==> src/rtl/sfq_pkg.sv <==
package sfq_pkg;
  localparam int WM_W      = 7;
  localparam int WM_WORD_W = 16;
  localparam int WM_RX_LSB = 8;
  localparam int WM_TX_LSB = 0;
  localparam int RAW_W     = 4;
  localparam int STAT_W    = 5;
  localparam int CLR_W     = 2;
  localparam int IRQ_OVR   = 0;
  localparam int IRQ_TMO   = 1;
  localparam int IRQ_RXW   = 2;
  localparam int IRQ_TXW   = 3;

  typedef struct packed {
    logic busy;
    logic rx_full;
    logic rx_nempty;
    logic tx_nfull;
    logic tx_empty;
  } stat_t;
endpackage

==> src/rtl/sfq_fifo.sv <==
module sfq_fifo #(
  parameter int DW    = 8,
  parameter int DEPTH = 256
) (
  input  logic                     clk,
  input  logic                     rst_n,
  input  logic                     push,
  input  logic [DW-1:0]            wdata,
  input  logic                     pop,
  output logic [DW-1:0]            rdata,
  output logic [$clog2(DEPTH):0]   level,
  output logic                     full,
  output logic                     empty
);
  localparam int AW = $clog2(DEPTH);
  localparam int CW = AW + 1;

  logic [DW-1:0] mem [DEPTH];
  logic [AW-1:0] wr_q, wr_d, rd_q, rd_d;
  logic [CW-1:0] cnt_q, cnt_d;
  logic          do_push, do_pop;

  function automatic logic [AW-1:0] bump(input logic [AW-1:0] p);
    return (p == AW'(DEPTH - 1)) ? '0 : p + 1'b1;
  endfunction

  assign empty   = (cnt_q == '0);
  assign full    = (cnt_q == CW'(DEPTH));
  assign do_push = push & ~full;
  assign do_pop  = pop & ~empty;

  always_comb begin
    wr_d  = do_push ? bump(wr_q) : wr_q;
    rd_d  = do_pop  ? bump(rd_q) : rd_q;
    cnt_d = cnt_q + CW'(do_push) - CW'(do_pop);
  end

  always_ff @(posedge clk or negedge rst_n) begin
    if (!rst_n) begin
      wr_q  <= '0;
      rd_q  <= '0;
      cnt_q <= '0;
    end else begin
      wr_q  <= wr_d;
      rd_q  <= rd_d;
      cnt_q <= cnt_d;
    end
  end

  always_ff @(posedge clk) begin
    if (do_push) mem[wr_q] <= wdata;
  end

  assign rdata = empty ? '0 : mem[rd_q];
  assign level = cnt_q;
endmodule

==> src/rtl/sfq_rx_idle.sv <==
module sfq_rx_idle #(
  parameter int LIMIT = 32
) (
  input  logic clk,
  input  logic rst_n,
  input  logic tick,
  input  logic rx_empty,
  input  logic rx_pop,
  input  logic restart,
  output logic expire
);
  localparam int CW = (LIMIT > 1) ? $clog2(LIMIT) : 1;

  logic [CW-1:0] cnt_q, cnt_d;
  logic          hold, at_end;

  assign hold   = restart | rx_pop | rx_empty;
  assign at_end = (cnt_q == CW'(LIMIT - 1));
  assign expire = tick & ~hold & at_end;

  always_comb begin
    cnt_d = cnt_q;
    if (hold)                 cnt_d = '0;
    else if (tick && !at_end) cnt_d = cnt_q + 1'b1;
  end

  always_ff @(posedge clk or negedge rst_n) begin
    if (!rst_n) cnt_q <= '0;
    else        cnt_q <= cnt_d;
  end
endmodule

==> src/rtl/sfq_irq_status.sv <==
module sfq_irq_status #(
  parameter int DW       = 8,
  parameter int DEPTH    = 256,
  parameter int TMO_BITS = 32,
  parameter int WM_RST   = 32
) (
  input  logic                       clk,
  input  logic                       rst_n,
  input  logic                       tx_push,
  input  logic [DW-1:0]              tx_wdata,
  input  logic                       tx_pop,
  output logic [DW-1:0]              tx_rdata,
  input  logic                       rx_push,
  input  logic [DW-1:0]              rx_wdata,
  input  logic                       rx_pop,
  output logic [DW-1:0]              rx_rdata,
  input  logic                       shifter_busy,
  input  logic                       bit_tick,
  input  logic                       wm_we,
  input  logic [sfq_pkg::WM_WORD_W-1:0] wm_wdata,
  input  logic                       mask_we,
  input  logic [sfq_pkg::RAW_W-1:0]  mask_wdata,
  input  logic                       clr_we,
  input  logic [sfq_pkg::CLR_W-1:0]  clr_wdata,
  output logic [sfq_pkg::STAT_W-1:0] status,
  output logic [sfq_pkg::RAW_W-1:0]  raw_irq,
  output logic [sfq_pkg::RAW_W-1:0]  masked_irq,
  output logic                       irq
);
  import sfq_pkg::*;
  localparam int CW = $clog2(DEPTH) + 1;

  logic [CW-1:0]    tx_lvl, rx_lvl;
  logic             tx_full, tx_empty, rx_full, rx_empty;
  logic [WM_W-1:0]  rx_thr_q, rx_thr_d, tx_thr_q, tx_thr_d;
  logic [RAW_W-1:0] mask_q, mask_d;
  logic             ovr_q, ovr_d, tmo_q, tmo_d;
  logic             ovr_set, tmo_set, clr_ovr, clr_tmo;
  stat_t            st;

  sfq_fifo #(.DW(DW), .DEPTH(DEPTH)) u_txq (
    .clk(clk), .rst_n(rst_n), .push(tx_push), .wdata(tx_wdata),
    .pop(tx_pop), .rdata(tx_rdata), .level(tx_lvl),
    .full(tx_full), .empty(tx_empty));

  sfq_fifo #(.DW(DW), .DEPTH(DEPTH)) u_rxq (
    .clk(clk), .rst_n(rst_n), .push(rx_push), .wdata(rx_wdata),
    .pop(rx_pop), .rdata(rx_rdata), .level(rx_lvl),
    .full(rx_full), .empty(rx_empty));

  assign clr_ovr = clr_we & clr_wdata[IRQ_OVR];
  assign clr_tmo = clr_we & clr_wdata[IRQ_TMO];
  assign ovr_set = rx_push & rx_full;

  sfq_rx_idle #(.LIMIT(TMO_BITS)) u_idle (
    .clk(clk), .rst_n(rst_n), .tick(bit_tick), .rx_empty(rx_empty),
    .rx_pop(rx_pop), .restart(clr_tmo), .expire(tmo_set));

  always_comb begin
    rx_thr_d = rx_thr_q;
    tx_thr_d = tx_thr_q;
    mask_d   = mask_q;
    if (wm_we) begin
      rx_thr_d = wm_wdata[WM_RX_LSB +: WM_W];
      tx_thr_d = wm_wdata[WM_TX_LSB +: WM_W];
    end
    if (mask_we) mask_d = mask_wdata;
    ovr_d = ovr_set ? 1'b1 : (clr_ovr ? 1'b0 : ovr_q);
    tmo_d = clr_tmo ? 1'b0 : (tmo_set ? 1'b1 : tmo_q);
  end

  always_ff @(posedge clk or negedge rst_n) begin
    if (!rst_n) begin
      rx_thr_q <= WM_W'(WM_RST);
      tx_thr_q <= WM_W'(WM_RST);
      mask_q   <= '0;
      ovr_q    <= 1'b0;
      tmo_q    <= 1'b0;
    end else begin
      rx_thr_q <= rx_thr_d;
      tx_thr_q <= tx_thr_d;
      mask_q   <= mask_d;
      ovr_q    <= ovr_d;
      tmo_q    <= tmo_d;
    end
  end

  always_comb begin
    st.tx_empty  = tx_empty;
    st.tx_nfull  = ~tx_full;
    st.rx_nempty = ~rx_empty;
    st.rx_full   = rx_full;
    st.busy      = shifter_busy | ~tx_empty;
    raw_irq          = '0;
    raw_irq[IRQ_OVR] = ovr_q;
    raw_irq[IRQ_TMO] = tmo_q;
    raw_irq[IRQ_RXW] = (rx_lvl >= CW'(rx_thr_q));
    raw_irq[IRQ_TXW] = (tx_lvl <= CW'(tx_thr_q));
  end

  assign status     = st;
  assign masked_irq = raw_irq & mask_q;
  assign irq        = |masked_irq;
endmodule

==> config.mk <==
export PLATFORM = sky130hd
export DESIGN_NAME = sfq_irq_status
export DESIGN_NICKNAME = d
export VERILOG_FILES = /design/src/rtl/sfq_pkg.sv /design/src/rtl/sfq_fifo.sv /design/src/rtl/sfq_rx_idle.sv /design/src/rtl/sfq_irq_status.sv
export SDC_FILE = /design/constraint.sdc
export NUM_CORES = 2
export LEC_CHECK = 0
export CELL_PAD_IN_SITES_DETAIL_PLACEMENT = 1
export CELL_PAD_IN_SITES_GLOBAL_PLACEMENT = 2
export CORE_ASPECT_RATIO = 2
export CORE_MARGIN = 8
export CORE_UTILIZATION = 51
export CTS_CLUSTER_SIZE = 40
export DETAILED_ROUTE_END_ITERATION = 16
export HOLD_SLACK_MARGIN = 0.05
export PLACE_DENSITY_LB_ADDON = 0.1
export SETUP_SLACK_MARGIN = 0.5
export SYNTH_ARGS = -nofsm -noshare
export SYNTH_HDL_FRONTEND = slang
export SYNTH_SLANG_ARGS = --single-unit
==> constraint.sdc <==
create_clock -name clk -period 3.8 [get_ports clk]
set_clock_uncertainty 0.2 [all_clocks]
set_input_delay 0.38 -clock clk [delete_from_list [all_inputs] [get_ports clk]]
set_output_delay 0.38 -clock clk [all_outputs]
set_load 0.03 [all_outputs]
==> impl_metrics.toml <==
[place]
pre_cts_slack_ns = -0.734
place_congestion = 0.895
dp_hpwl_microns = 329000
io_buffer_count = 76
placedCellCount = 12300

[sta]
fmax_mhz = 204
hold_viol_final = 0
setup_viol = 16
fin_crit_sh_pct = 129
setup_slack_ns = -1.11
period_needed_ns = 4.91
grt_setup_unrepaired = "true"
worst_pin_slew_ns = 1.36
relSlewSlack_pct = 9.02
hold_ws_ns = 0.131
final.setup.tns_ns = -15.62
drv_slew = 0

[global_routing]
grt_overflow = 0
grt_max_degree = 114
antenna_found_initial = 2
gr-usage-all-layers_pct = 27.8
grt_pass1_wl_microns = 669000
grt_pass1_vias = 88300

[die]
die_area_sq_mm = 0.338
rows = 293
ioPinCount = 79
fp.dieW_microns = 415
design.core.area_sq_mm = 0.318
start_util_pct = 51.2
die_h_microns = 815

[final_layout]
synthToLayoutAreaGrowth_pct = 17.9
seqCellArea_sq_mm = 0.125
fillers = 26000
multi_input_area_sq_mm = 0.0371
post_route_cells_drive_above_1_share_pct = 35.9
fin_cells = 13200
nets = 8843

[pwr]
p_total_mw = 140
p_sw_share_pct = 32.3
leakagePower_nw = 61.8
clkPwrFrac_pct = 26.2
switching_power_mw = 45.3
power_density_mw_per_mm2 = 732
p_int_mw = 95.0
power.share.sequential_pct = 36.8
vdd_drop_max_v = 0.000813
power_frac_comb_pct = 37.0

[drt]
drtIter0Drc = 6882
viasPerCell = 6.19
drt-wirelength-per-cell_microns = 36.6
drtPass1Iterations = 7
drc = 0
vias = 81400
ant_nets = 0
wirelength_microns = 481000

[clock_network]
cts_buffer_depth = 4
clk_latency_ns = 0.91
cts_root_buf = "clkbuf_16"
clock_sinks = 4171
cts_tree = "built"
cts_buffers = 355
path_clk_slew_ns = 0.07
cts_max_level = 5

[critical_path]
r2r_cells = 12
crit-reg2reg-launch = "u_txq.level[4]"
critPathLaunchType = "flip-flop"
regToRegSetupSlack_ns = 0.45
worstPathCellList = "buf_12 > buf_16 > buf_12 > mux4_2 > mux4_2 > a22oi_2 > nand3_4 > buf_6 > a311o_1 > buf_6"
path_max_fanout = 16
slowest_stage = "mux4_2"
timing.rr.end = "u_txq.mem[2][5]"
end_kind = "primary output"
crit_type = "flip-flop to primary output"
worstPathRequired_ns = 3.22
max_stage_delay_ns = 0.51
worst_ep_arrival_time_ns = 4.33

[synth]
synth_warnings = 0
synth_top_area_share_pct = 75.6
post-synth-top-area-cell = "edfxtp_1"
synthTopCellsByCount = "edfxtp_1 (4,096), mux4_2 (1,110), nor2_1 (590), clkbuf_1 (226), mux2i_1 (176)"
synth_flop_cell = "edfxtp_1"
syn-instance-count = 7503
synth-seq-cells = 4171
async_flop_share_pct = 1.80
yosysMostFrequentCell = "edfxtp_1"
synth.area.top_cells = "edfxtp_1 (76%), mux4_2 (15%), nor2_1 (1.4%)"
synth_edf_count = 4096
yosysSeqAreaShare_pct = 76.8
syn_area_per_cell_sq_um = 21.7
synthesis.nets = 7607
synth_cell_types = 67
syn_area_sq_mm = 0.163

[worst_hold_path]
hold_depth = 3
worstHoldStart = "rx_pop"
hold_class = "primary input to flip-flop"
min_to = "u_idle.cnt_q[0]"

[run_status]
violations = "setup timing"
status = "finished, violations left"

[run]
maxCapViolCount = 0
[layout make-up]
cell class,instances,share of cell area (%)
tap,4130,2.70
inverter,61,0.127
timing repair buffer,1316,6.71
sequential,4171,65.2
antenna,3,0.00392
clock buffer,447,4.95
clock inverter,190,0.982
multi-input combinational,2834,19.4
[repair_timing]
item / CTS / global route
resized for setup: 282 / 259
hold buffers: 48 / 0
setup buffers: 43 / 96
hold endpoints to repair: 1119 / 0
gates cloned: 9 / 6
endpoints found under the setup margin: 1850 / 1321
pin swaps: 41 / 62
[sequential cells by signal, summed over array words and instances (netlist names)]
signal,flops
ovr_q,1
u_txq.level,9
mask_q,4
u_rxq.rd_q,8
u_txq.mem,2048
u_rxq.level,9
u_txq.rd_q,8
tx_thr_q,7
u_idle.cnt_q,5
u_txq.wr_q,8
rx_thr_q,7
u_rxq.mem,2048
u_rxq.wr_q,8
tmo_q,1
[cells in the final DEF (no fill, tap or decap), drive strengths merged, types with 18 or more instances in the layout]
cell type,instances
edfxtp,4096
buf,1208
mux4,1110
nor2,590
clkbuf,470
mux2i,176
nand2,146
clkinv,136
o21ai,90
a21oi,89
a22oi,81
dfrtp,73
inv,66
nand3,60
ha,53
dlygate4sd3,47
bufinv,38
nor2b,37
a221oi,37
o221ai,36
o22ai,34
clkdlybuf4s50,33
mux2,29
a211oi,27
nand2b,21
nor3,18
[kinds of logic after synthesis]
family | count (synthesis) | synth area share, %
DFF | 4171 | 76.8
AOI/OAI and AO/OA | 505 | 2.12
buffers and inverters | 498 | 1.48
muxes | 1315 | 16.7
xor gates and xnor gates | 29 | 0.156
adders and majority gates | 55 | 0.432
and+or+nand+nor | 930 | 2.39
[worst max-delay path, delay by kind of cell, from the launching register on]
kind,cells,cell delay (ns)
compound gates,2,0.69
buf+inv,5,0.97
flops,1,0.47
mux,2,1.01
simple gates,1,0.22
[worst max-delay path by stage]
stage                   start              to  slack, ns  cells after the start
4_1_cts         u_rxq.rd_q[0]     rx_rdata[6]      -1.16                     10
2_1_floorplan  u_rxq.level[7]  u_rxq.level[8]       0.34                     19
6_report        u_rxq.rd_q[0]     rx_rdata[6]      -1.11                     10
3_5_place_dp    u_txq.rd_q[0]     tx_rdata[4]      -0.73                     12
5_1_grt         u_rxq.rd_q[0]     rx_rdata[6]      -1.17                     10
3_3_place_gp    u_txq.rd_q[0]     tx_rdata[4]      -0.66                     12
[stage by stage]
stage          util (%)  area (sq um)
2_1_floorplan         -        163000
3_3_place_gp       55.5        176000
3_5_place_dp       55.5        176000
4_1_cts            59.7        190000
5_1_grt            60.3        192000
6_report           60.3        192000
[power by group through the flow]
| stage | combinational [mW] | clock [mW] | sequential [mW] |
|---|---|---|---|
| 3_3_place_gp | 47.0 | 0 | 52.6 |
| 5_1_grt | 53.4 | 38.6 | 51.7 |
| 3_5_place_dp | 47.5 | 0 | 52.7 |
| 6_report | 51.9 | 36.7 | 51.7 |
| 4_1_cts | 50.1 | 37.3 | 51.7 |
| 2_1_floorplan | 25.3 | 0 | 52.3 |
[routing by layer]
layer	track usage, %	part of all wire [%]	vias up
li1	-	-	33700
met4	16.7	7.2	0
met2	53.6	57	2451
met5	0	0	-
met1	28.6	32	44300
met3	3.06	3.8	950
Note: power is estimated with default switching activity, not from simulation.
